===== config.mk =====
export PLATFORM = sky130hd
export DESIGN_NAME = cpu_regfile
export DESIGN_NICKNAME = d
export VERILOG_FILES = /design/src/rtl/regfile_pkg.sv /design/src/rtl/regfile_byte_cell.sv /design/src/rtl/regfile_flag_cell.sv /design/src/rtl/regfile_word_cell.sv /design/src/rtl/cpu_regfile.sv
export SDC_FILE = /design/constraint.sdc
export NUM_CORES = 1
export LEC_CHECK = 0
export BUFFER_PORTS_ARGS = -buffer_cell sky130_fd_sc_hd__buf_2
export CAP_MARGIN = 15
export CORE_ASPECT_RATIO = 0.8
export CORE_MARGIN = 3
export CORE_UTILIZATION = 55
export CTS_CLUSTER_DIAMETER = 200
export DETAILED_ROUTE_END_ITERATION = 8
export PLACE_DENSITY = 0.77
export RECOVER_POWER = 25
export SKIP_CTS_REPAIR_TIMING = 1
export SYNTH_ARGS = -nofsm -noshare
export SYNTH_HDL_FRONTEND = slang
export SYNTH_HIERARCHICAL = 1
export SYNTH_SLANG_ARGS = --single-unit

===== constraint.sdc =====
create_clock -name clk -period 5.8 [get_ports clk]
set_input_delay 0.58 -clock clk [delete_from_list [all_inputs] [get_ports clk]]
set_output_delay 0.58 -clock clk [all_outputs]
set_load 0.1 [all_outputs]

===== src/rtl/regfile_pkg.sv =====
// Shared widths, select encodings and the byte-to-pair ownership map for
// the register file. Assumes the byte select order A,B,C,D,E,H,L,F and the
// pair select order AF,BC,DE,HL,SP,PC used by the decode logic.
package regfile_pkg;
    localparam int BYTE_W  = 8;
    localparam int WORD_W  = 2 * BYTE_W;
    localparam int NUM_GP  = 7;
    localparam int SEL_W   = 3;
    localparam int FLAG_W  = 4;

    localparam logic [SEL_W-1:0] BSEL_FLAGS = 3'd7;

    localparam logic [SEL_W-1:0] PSEL_AF = 3'd0;
    localparam logic [SEL_W-1:0] PSEL_BC = 3'd1;
    localparam logic [SEL_W-1:0] PSEL_DE = 3'd2;
    localparam logic [SEL_W-1:0] PSEL_HL = 3'd3;
    localparam logic [SEL_W-1:0] PSEL_SP = 3'd4;
    localparam logic [SEL_W-1:0] PSEL_PC = 3'd5;

    // Pair that owns general byte register idx
    function automatic logic [SEL_W-1:0] owner_pair(input int idx);
        case (idx)
            0:       return PSEL_AF;
            1, 2:    return PSEL_BC;
            3, 4:    return PSEL_DE;
            default: return PSEL_HL;
        endcase
    endfunction

    // True when byte register idx is the upper half of its pair
    function automatic bit is_high_half(input int idx);
        return (idx == 0) || (idx == 1) || (idx == 3) || (idx == 5);
    endfunction
endpackage


===== src/rtl/regfile_byte_cell.sv =====
// One general byte register. It can be written by the byte port or by
// the pair port; the pair port has priority when both fire together.
// Assumes the enables are already decoded for this cell.
module regfile_byte_cell #(
    parameter int W = 8
) (
    input  logic         clk,
    input  logic         rst_n,
    input  logic         byte_we,
    input  logic [W-1:0] byte_d,
    input  logic         pair_we,
    input  logic [W-1:0] pair_d,
    output logic [W-1:0] q
);
    // Storage update with pair-over-byte priority
    always_ff @(posedge clk) begin
        if (!rst_n)       q <= '0;
        else if (pair_we) q <= pair_d;
        else if (byte_we) q <= byte_d;
    end

    AST_PAIR_WINS: assert property (@(posedge clk) disable iff (!rst_n)
        pair_we |=> q == $past(pair_d));
    AST_BYTE_STORE: assert property (@(posedge clk) disable iff (!rst_n)
        (byte_we && !pair_we) |=> q == $past(byte_d));
    AST_BYTE_HOLD: assert property (@(posedge clk) disable iff (!rst_n)
        (!byte_we && !pair_we) |=> $stable(q));
endmodule


===== src/rtl/regfile_flag_cell.sv =====
// Condition flag register. It stores only the upper nibble of the value
// written and rebuilds the byte with a zero lower nibble. Same write
// priority as a general byte cell.
module regfile_flag_cell #(
    parameter int W  = 8,
    parameter int FW = 4
) (
    input  logic         clk,
    input  logic         rst_n,
    input  logic         byte_we,
    input  logic [W-1:0] byte_d,
    input  logic         pair_we,
    input  logic [W-1:0] pair_d,
    output logic [W-1:0] q
);
    localparam int LOW_W = W - FW;

    logic [FW-1:0] flags;
    logic [LOW_W-1:0] unused_low;

    // Keep only the four defined flag bits
    always_ff @(posedge clk) begin
        if (!rst_n)       flags <= '0;
        else if (pair_we) flags <= pair_d[W-1:LOW_W];
        else if (byte_we) flags <= byte_d[W-1:LOW_W];
    end

    // Rebuild the readable byte
    assign q = {flags, {LOW_W{1'b0}}};
    assign unused_low = byte_d[LOW_W-1:0] ^ pair_d[LOW_W-1:0];

    AST_FLAG_PAIR_STORE: assert property (@(posedge clk) disable iff (!rst_n)
        pair_we |=> flags == $past(pair_d[W-1:LOW_W]));
    AST_FLAG_BYTE_STORE: assert property (@(posedge clk) disable iff (!rst_n)
        (byte_we && !pair_we) |=> flags == $past(byte_d[W-1:LOW_W]));
endmodule


===== src/rtl/regfile_word_cell.sv =====
// A full-width register (stack pointer or program counter) written only
// through the pair port.
module regfile_word_cell #(
    parameter int W = 16
) (
    input  logic         clk,
    input  logic         rst_n,
    input  logic         we,
    input  logic [W-1:0] d,
    output logic [W-1:0] q
);
    // Word storage
    always_ff @(posedge clk) begin
        if (!rst_n)  q <= '0;
        else if (we) q <= d;
    end

    AST_WORD_STORE: assert property (@(posedge clk) disable iff (!rst_n)
        we |=> q == $past(d));
    AST_WORD_HOLD: assert property (@(posedge clk) disable iff (!rst_n)
        !we |=> $stable(q));
endmodule


===== src/rtl/cpu_regfile.sv =====
// Register file top. It decodes the byte and pair write selects into
// per-cell enables and muxes the combinational byte and pair read views.
// Assumes the caller drives selects in the encodings of regfile_pkg.
module cpu_regfile
    import regfile_pkg::*;
(
    input  logic              clk,
    input  logic              rst_n,
    input  logic [SEL_W-1:0]  byte_rd_sel,
    output logic [BYTE_W-1:0] byte_rd_data,
    input  logic              byte_wr_en,
    input  logic [SEL_W-1:0]  byte_wr_sel,
    input  logic [BYTE_W-1:0] byte_wr_data,
    input  logic [SEL_W-1:0]  pair_sel,
    output logic [WORD_W-1:0] pair_rd_data,
    input  logic              pair_wr_en,
    input  logic [WORD_W-1:0] pair_wr_data
);
    logic [BYTE_W-1:0] byte_view [NUM_GP+1];
    logic [WORD_W-1:0] sp_q, pc_q;

    // General byte registers, each tied to its owning pair half
    for (genvar i = 0; i < NUM_GP; i++) begin : g_gp
        localparam logic [SEL_W-1:0] OWNER = owner_pair(i);
        localparam bit HIGH = is_high_half(i);
        logic bwe, pwe;
        logic [BYTE_W-1:0] pd;
        assign bwe = byte_wr_en && (byte_wr_sel == SEL_W'(i));
        assign pwe = pair_wr_en && (pair_sel == OWNER);
        assign pd  = HIGH ? pair_wr_data[WORD_W-1:BYTE_W] : pair_wr_data[BYTE_W-1:0];
        regfile_byte_cell #(.W(BYTE_W)) u_cell (
            .clk(clk), .rst_n(rst_n),
            .byte_we(bwe), .byte_d(byte_wr_data),
            .pair_we(pwe), .pair_d(pd),
            .q(byte_view[i])
        );
    end

    regfile_flag_cell #(.W(BYTE_W), .FW(FLAG_W)) u_flags (
        .clk(clk), .rst_n(rst_n),
        .byte_we(byte_wr_en && (byte_wr_sel == BSEL_FLAGS)),
        .byte_d(byte_wr_data),
        .pair_we(pair_wr_en && (pair_sel == PSEL_AF)),
        .pair_d(pair_wr_data[BYTE_W-1:0]),
        .q(byte_view[NUM_GP])
    );

    regfile_word_cell #(.W(WORD_W)) u_sp (
        .clk(clk), .rst_n(rst_n),
        .we(pair_wr_en && (pair_sel == PSEL_SP)),
        .d(pair_wr_data), .q(sp_q)
    );

    regfile_word_cell #(.W(WORD_W)) u_pc (
        .clk(clk), .rst_n(rst_n),
        .we(pair_wr_en && (pair_sel == PSEL_PC)),
        .d(pair_wr_data), .q(pc_q)
    );

    // Byte read mux
    assign byte_rd_data = byte_view[byte_rd_sel];

    // Pair read mux: first-named register in the upper byte
    always_comb begin
        case (pair_sel)
            PSEL_AF: pair_rd_data = {byte_view[0], byte_view[7]};
            PSEL_BC: pair_rd_data = {byte_view[1], byte_view[2]};
            PSEL_DE: pair_rd_data = {byte_view[3], byte_view[4]};
            PSEL_HL: pair_rd_data = {byte_view[5], byte_view[6]};
            PSEL_SP: pair_rd_data = sp_q;
            PSEL_PC: pair_rd_data = pc_q;
            default: pair_rd_data = '0;
        endcase
    end

    AST_FLAG_LOW_ZERO: assert property (@(posedge clk) disable iff (!rst_n)
        (pair_sel == PSEL_AF) |-> pair_rd_data[FLAG_W-1:0] == '0);
    AST_BAD_PAIR_READ: assert property (@(posedge clk) disable iff (!rst_n)
        (pair_sel > PSEL_PC) |-> pair_rd_data == '0);
    AST_BYTE_PORT_SP: assert property (@(posedge clk) disable iff (!rst_n)
        !(pair_wr_en && pair_sel == PSEL_SP) |=> $stable(sp_q));
endmodule


== Word level (Yosys, flattened, before mapping) ==
Cells that the tools add are included.

* Word-level logic and storage cells: 68
* Output and inout port bits: 24
* Bits in registers: 92
* Input bits: 37

* Bitwise operators: 1
* Equal/unequal tests: 12
* Order comparisons: 1
* Muxes and demuxes: 20
* Reduce and logical (&&, ||, !) cells: 24

{| class="wikitable"
|+ Operators with widths
! kind !! count
|-
| two-way mux 8 bit || 16
|-
| one-hot mux 16 bit (6 select lines) || 1
|-
| binary-select mux 8 bit (select 3 bit) || 1
|-
| == test 3 bit, second input constant || 6
|-
| nonzero test 2 bit || 8
|-
| logical AND 1 bit || 14
|-
| == test 3 x 2 -> 1 bit, second input constant || 4
|-
| two-way mux 4 bit || 2
|-
| == test 3 x 1 -> 1 bit, second input constant || 2
|-
| zero test 3 bit || 2
|-
| >= comparator 4 bit, second input constant || 1
|-
| inverter 3 -> 4 bit || 1
|}

== Logic depth before layout (Yosys ltp) ==
* Word-level depth: 4
* Mapped depth: 9

== Cells and area by module ==
The synthesis kept the hierarchy.

{| class="wikitable"
|+ By module, submodules not included
! module !! area each (um^2) !! cells an instance !! times used !! seq. area each (um^2)
|-
| regfile_byte_cell || 440.4 || 35 || 7 || 160.2
|-
| cpu_regfile || 1525.2 || 167 || 1 || 0.0
|-
| regfile_word_cell || 615.6 || 51 || 2 || 320.3
|-
| regfile_flag_cell || 224.0 || 21 || 1 || 80.1
|}

== Least setup slack after synthesis ==
No wires, ideal clock.

* Kind: input -> output
* Start: input pair_sel[2]
* End: output pair_rd_data[12]
* Slack: 1.811 ns
* Arrival time: 3.409 ns
* Cell stages on the path: 5
* Path through: buf_2 buf_2 buf_2 mux2i_1 o21ai_0

* Cells in the longest elaborated chain, start to end: 2
* Elaborated cells between the ends (all ways): 7

{| class="wikitable"
|+ RTL lines
! what !! line !! RTL
|-
| start, declared || cpu_regfile.sv:14 || <nowiki>input logic [SEL_W-1:0] pair_sel,</nowiki>
|-
| == test 3 bit (tied with other cells) || cpu_regfile.sv:65 || <nowiki>case (pair_sel)</nowiki>
|-
| one-hot mux 16 bit (6 select lines) * || cpu_regfile.sv:65 ||
|-
| end, declared || cpu_regfile.sv:15 || <nowiki>output logic [WORD_W-1:0] pair_rd_data,</nowiki>
|}

Mark *: on every way between the ends. The rest lies on a longest branch, timed or not.

== Worst setup path after layout ==
* Start: input pair_sel[2]
* End: output pair_rd_data[13]

The elaborated chain is that of the path after synthesis.

==> results.json <==
{
  "synth_area_mm2": 0.006063,
  "r2r_slack_ns": 4.86,
  "slowest_stage": "clkbuf_1",
  "pin_count": 61,
  "vias": 4532,
  "rr_endpoint": "u_flags/flags[2]",
  "drtIter0Drc": 398,
  "cts_num_sinks": 92,
  "clk_latency_ns": 0.34,
  "n_antenna_cell": 0,
  "first_pass_iters": 6,
  "wirelength_met1_um": 7536,
  "wire_per_inst_um": 23.51,
  "yosys_warnings": 6,
  "fp-row-count": 33,
  "maxSlewViolCount": 38,
  "hold_class": "flip-flop to flip-flop",
  "worstPathMaxFanout": 37,
  "postSynthCellCount": 535,
  "p_leak_nw": 3.239,
  "synth-seq-area-share_pct": 30.38,
  "power_mw": 1.541,
  "synth_edf_count": 0,
  "synth.most_common_cell": "dfxtp_1",
  "r2r_cells": 2,
  "place_hpwl_um": 11220,
  "nets": 609,
  "die_x_um": 123.4,
  "gp_congestion": 0.8512,
  "dp_worst_setup_slack_ns": 2.466,
  "final.min_clock_period_ns": 4.217,
  "initial_core_util_pct": 57.81,
  "endpoint_kind": "primary output",
  "min_to": "u_sp/q[12]",
  "vdd_ir_drop_max_mv": 0.1479,
  "final_antenna_net_count": 0,
  "cp-start-kind": "input port",
  "path_cells": "clkbuf_1 > nand2b_1 > o221ai_1 > buf_2",
  "violations": "max-capacitance violations, max-slew violations",
  "setup-tns-final_ns": 0,
  "slew_headroom_pct": -46.54,
  "slowest_delay_ns": 1.54,
  "hold_violations": 0,
  "io_buffers": 60,
  "htree_levels": 3,
  "highest_layer": "met5",
  "cp_top_family": "buffers and inverters",
  "via_per_inst": 6.321,
  "worstReg2RegStart": "u_flags/flags[2]",
  "wl_met3_um": 1324,
  "period_share_pct": 72.71,
  "first_global_vias": 4511,
  "crit_arrival_ns": 3.64,
  "whs_path_depth": 2,
  "cts_buffers": 9,
  "met2_length_um": 7613,
  "tritoncts": "built",
  "powerDensity_mw_per_mm2": 233.9,
  "fin_skew_ns": 0,
  "core_mm2": 0.01049,
  "cts_root_buf": "clkbuf_16",
  "hold_start": "u_sp/q[12]",
  "drive_gt1_share_pct": 27.21,
  "avgSynthCellArea_um2": 11.33,
  "cap_violations": 1,
  "async_flop_share_pct": 0,
  "setup_slack_ns": 1.583,
  "setup_violations": 0,
  "synth_seq_cells": 92,
  "max_freq_ghz": 0.2371,
  "yosysTopAreaCell": "dfxtp_1",
  "fp.dieArea_mm2": 0.01233,
  "crit_type": "input port to primary output",
  "grt_use_total_pct": 27.67,
  "drc_errors": 0,
  "n_fill_cell": 867,
  "clkTransAtPathRegs_ns": 0.07,
  "path_buf_inv": 2,
  "grt_pass1_wl_um": 25890,
  "grt_max_degree": 93,
  "grt_setup_unrepaired": "no",
  "antenna_found_initial": 1,
  "routed_wl_um": 16860,
  "worst_slew_pin_slew_ns": 2.198,
  "whs_ns": 0.5250,
  "die_h_um": 99.91,
  "netlist-cell-type-count": 31,
  "yosys.area.top_type_share_pct": 30.38,
  "synth_ff_type": "dfxtp_1",
  "synth.top_cells.by_area": "dfxtp_1 (30%), mux2_4 (14%), mux2i_1 (11%)",
  "overflow": 0,
  "required_ns": 5.22,
  "area_growth_pct": 8.667,
  "clockBufferDepth": 2,
  "synth_commonest_cells": "dfxtp_1 (92), mux2i_1 (65), o211a_1 (60), mux2_4 (56), or2b_1 (56)",
  "outcome": "finished, violations left"
}
layer usage:
layer / GRT usage [%] / vias to the layer above
met5: 0 / -
met1: 37.73 / 2262
met2: 42.27 / 185
li1: - / 2049
met4: 9.617 / 2
met3: 7.662 / 34
sequential cells by signal, indices dropped and copies added, names as in the netlist:
register and count:
u_sp/q 16, u_pc/q 16, u_flags/flags 4, g_gp.u_cell/q 56
tightest hold or removal path, cell delays in order (launching register included):
cell and delay, ns:
dfxtp_1 0.33, mux2i_1 0.07, nor2b_1 0.10
worst max-delay path by stage:
stage | slack [ns] | cells past startpoint | endpoint | from
CTS | 2.61 | 6 | pair_rd_data[11] | pair_sel[0]
finish | 1.58 | 4 | pair_rd_data[13] | pair_sel[2]
detailed placement | 2.47 | 6 | u_pc/q[11] | pair_sel[0]
global route | 1.49 | 4 | pair_rd_data[13] | pair_sel[2]
global placement | 2.61 | 6 | u_pc/q[3] | pair_sel[0]
floorplan | 1.81 | 5 | pair_rd_data[12] | pair_sel[2]
through the flow:
| stage | cell area (µm²) | instances | util, % |
|---|---|---|---|
| 2_1_floorplan | 6075 | 538 | - |
| 3_5_place_dp | 6336 | 701 | 60.42 |
| 5_1_grt | 6589 | 717 | 62.83 |
| 3_3_place_gp | 6336 | 701 | 60.42 |
| 4_1_cts | 6615 | 717 | 63.08 |
| 6_report | 6589 | 717 | 62.83 |
placed cells by master (no fill, tap or decap), types with 11 or more instances in the layout:
| cell | netlist | layout |
|---|---|---|
| dfxtp_1 | 92 | 92 |
| nor2b_1 | 32 | 32 |
| mux2i_1 | 65 | 65 |
| mux2_2 | 11 | 11 |
| nand2_1 | 13 | 13 |
| or2b_1 | 56 | 56 |
| buf_2 | 15 | 59 |
| mux2_4 | 56 | 56 |
| nand2b_1 | 11 | 11 |
| mux4_1 | 16 | 16 |
| o211a_1 | 60 | 60 |
| buf_4 | 4 | 12 |
cell type report:
type / instances / area, µm² / share of cell area (%)
tap: 140 / 175.2 / 2.659
clock buffer: 9 / 225.2 / 3.418
sequential: 92 / 1842 / 27.95
timing repair buffer: 74 / 396.6 / 6.020
clock inverter: 7 / 53.80 / 0.8166
multi-input combinational: 395 / 3896 / 59.13
cell families (layout without fill, tap and decap cells):
family                 count (synthesis)  after routing  synth area share (%)
multiplexers                         152            152                 34.32
AND/OR/NAND/NOR                      141            141                 15.00
AO/OA/AOI/OAI                         98             98                 14.49
flip-flops                            92             92                 30.38
buffers and inverters                 51             90                 5.757
other                                  1              4               0.06185
report_power, final:
part | internal (mW) | switching [mW] | total, mW
clock | 0.292 | 0.266 | 0.557
combinational | 0.119 | 0.188 | 0.307
sequential | 0.657 | 0.0201 | 0.677
No activity file was read; power rests on OpenSTA's default activity.
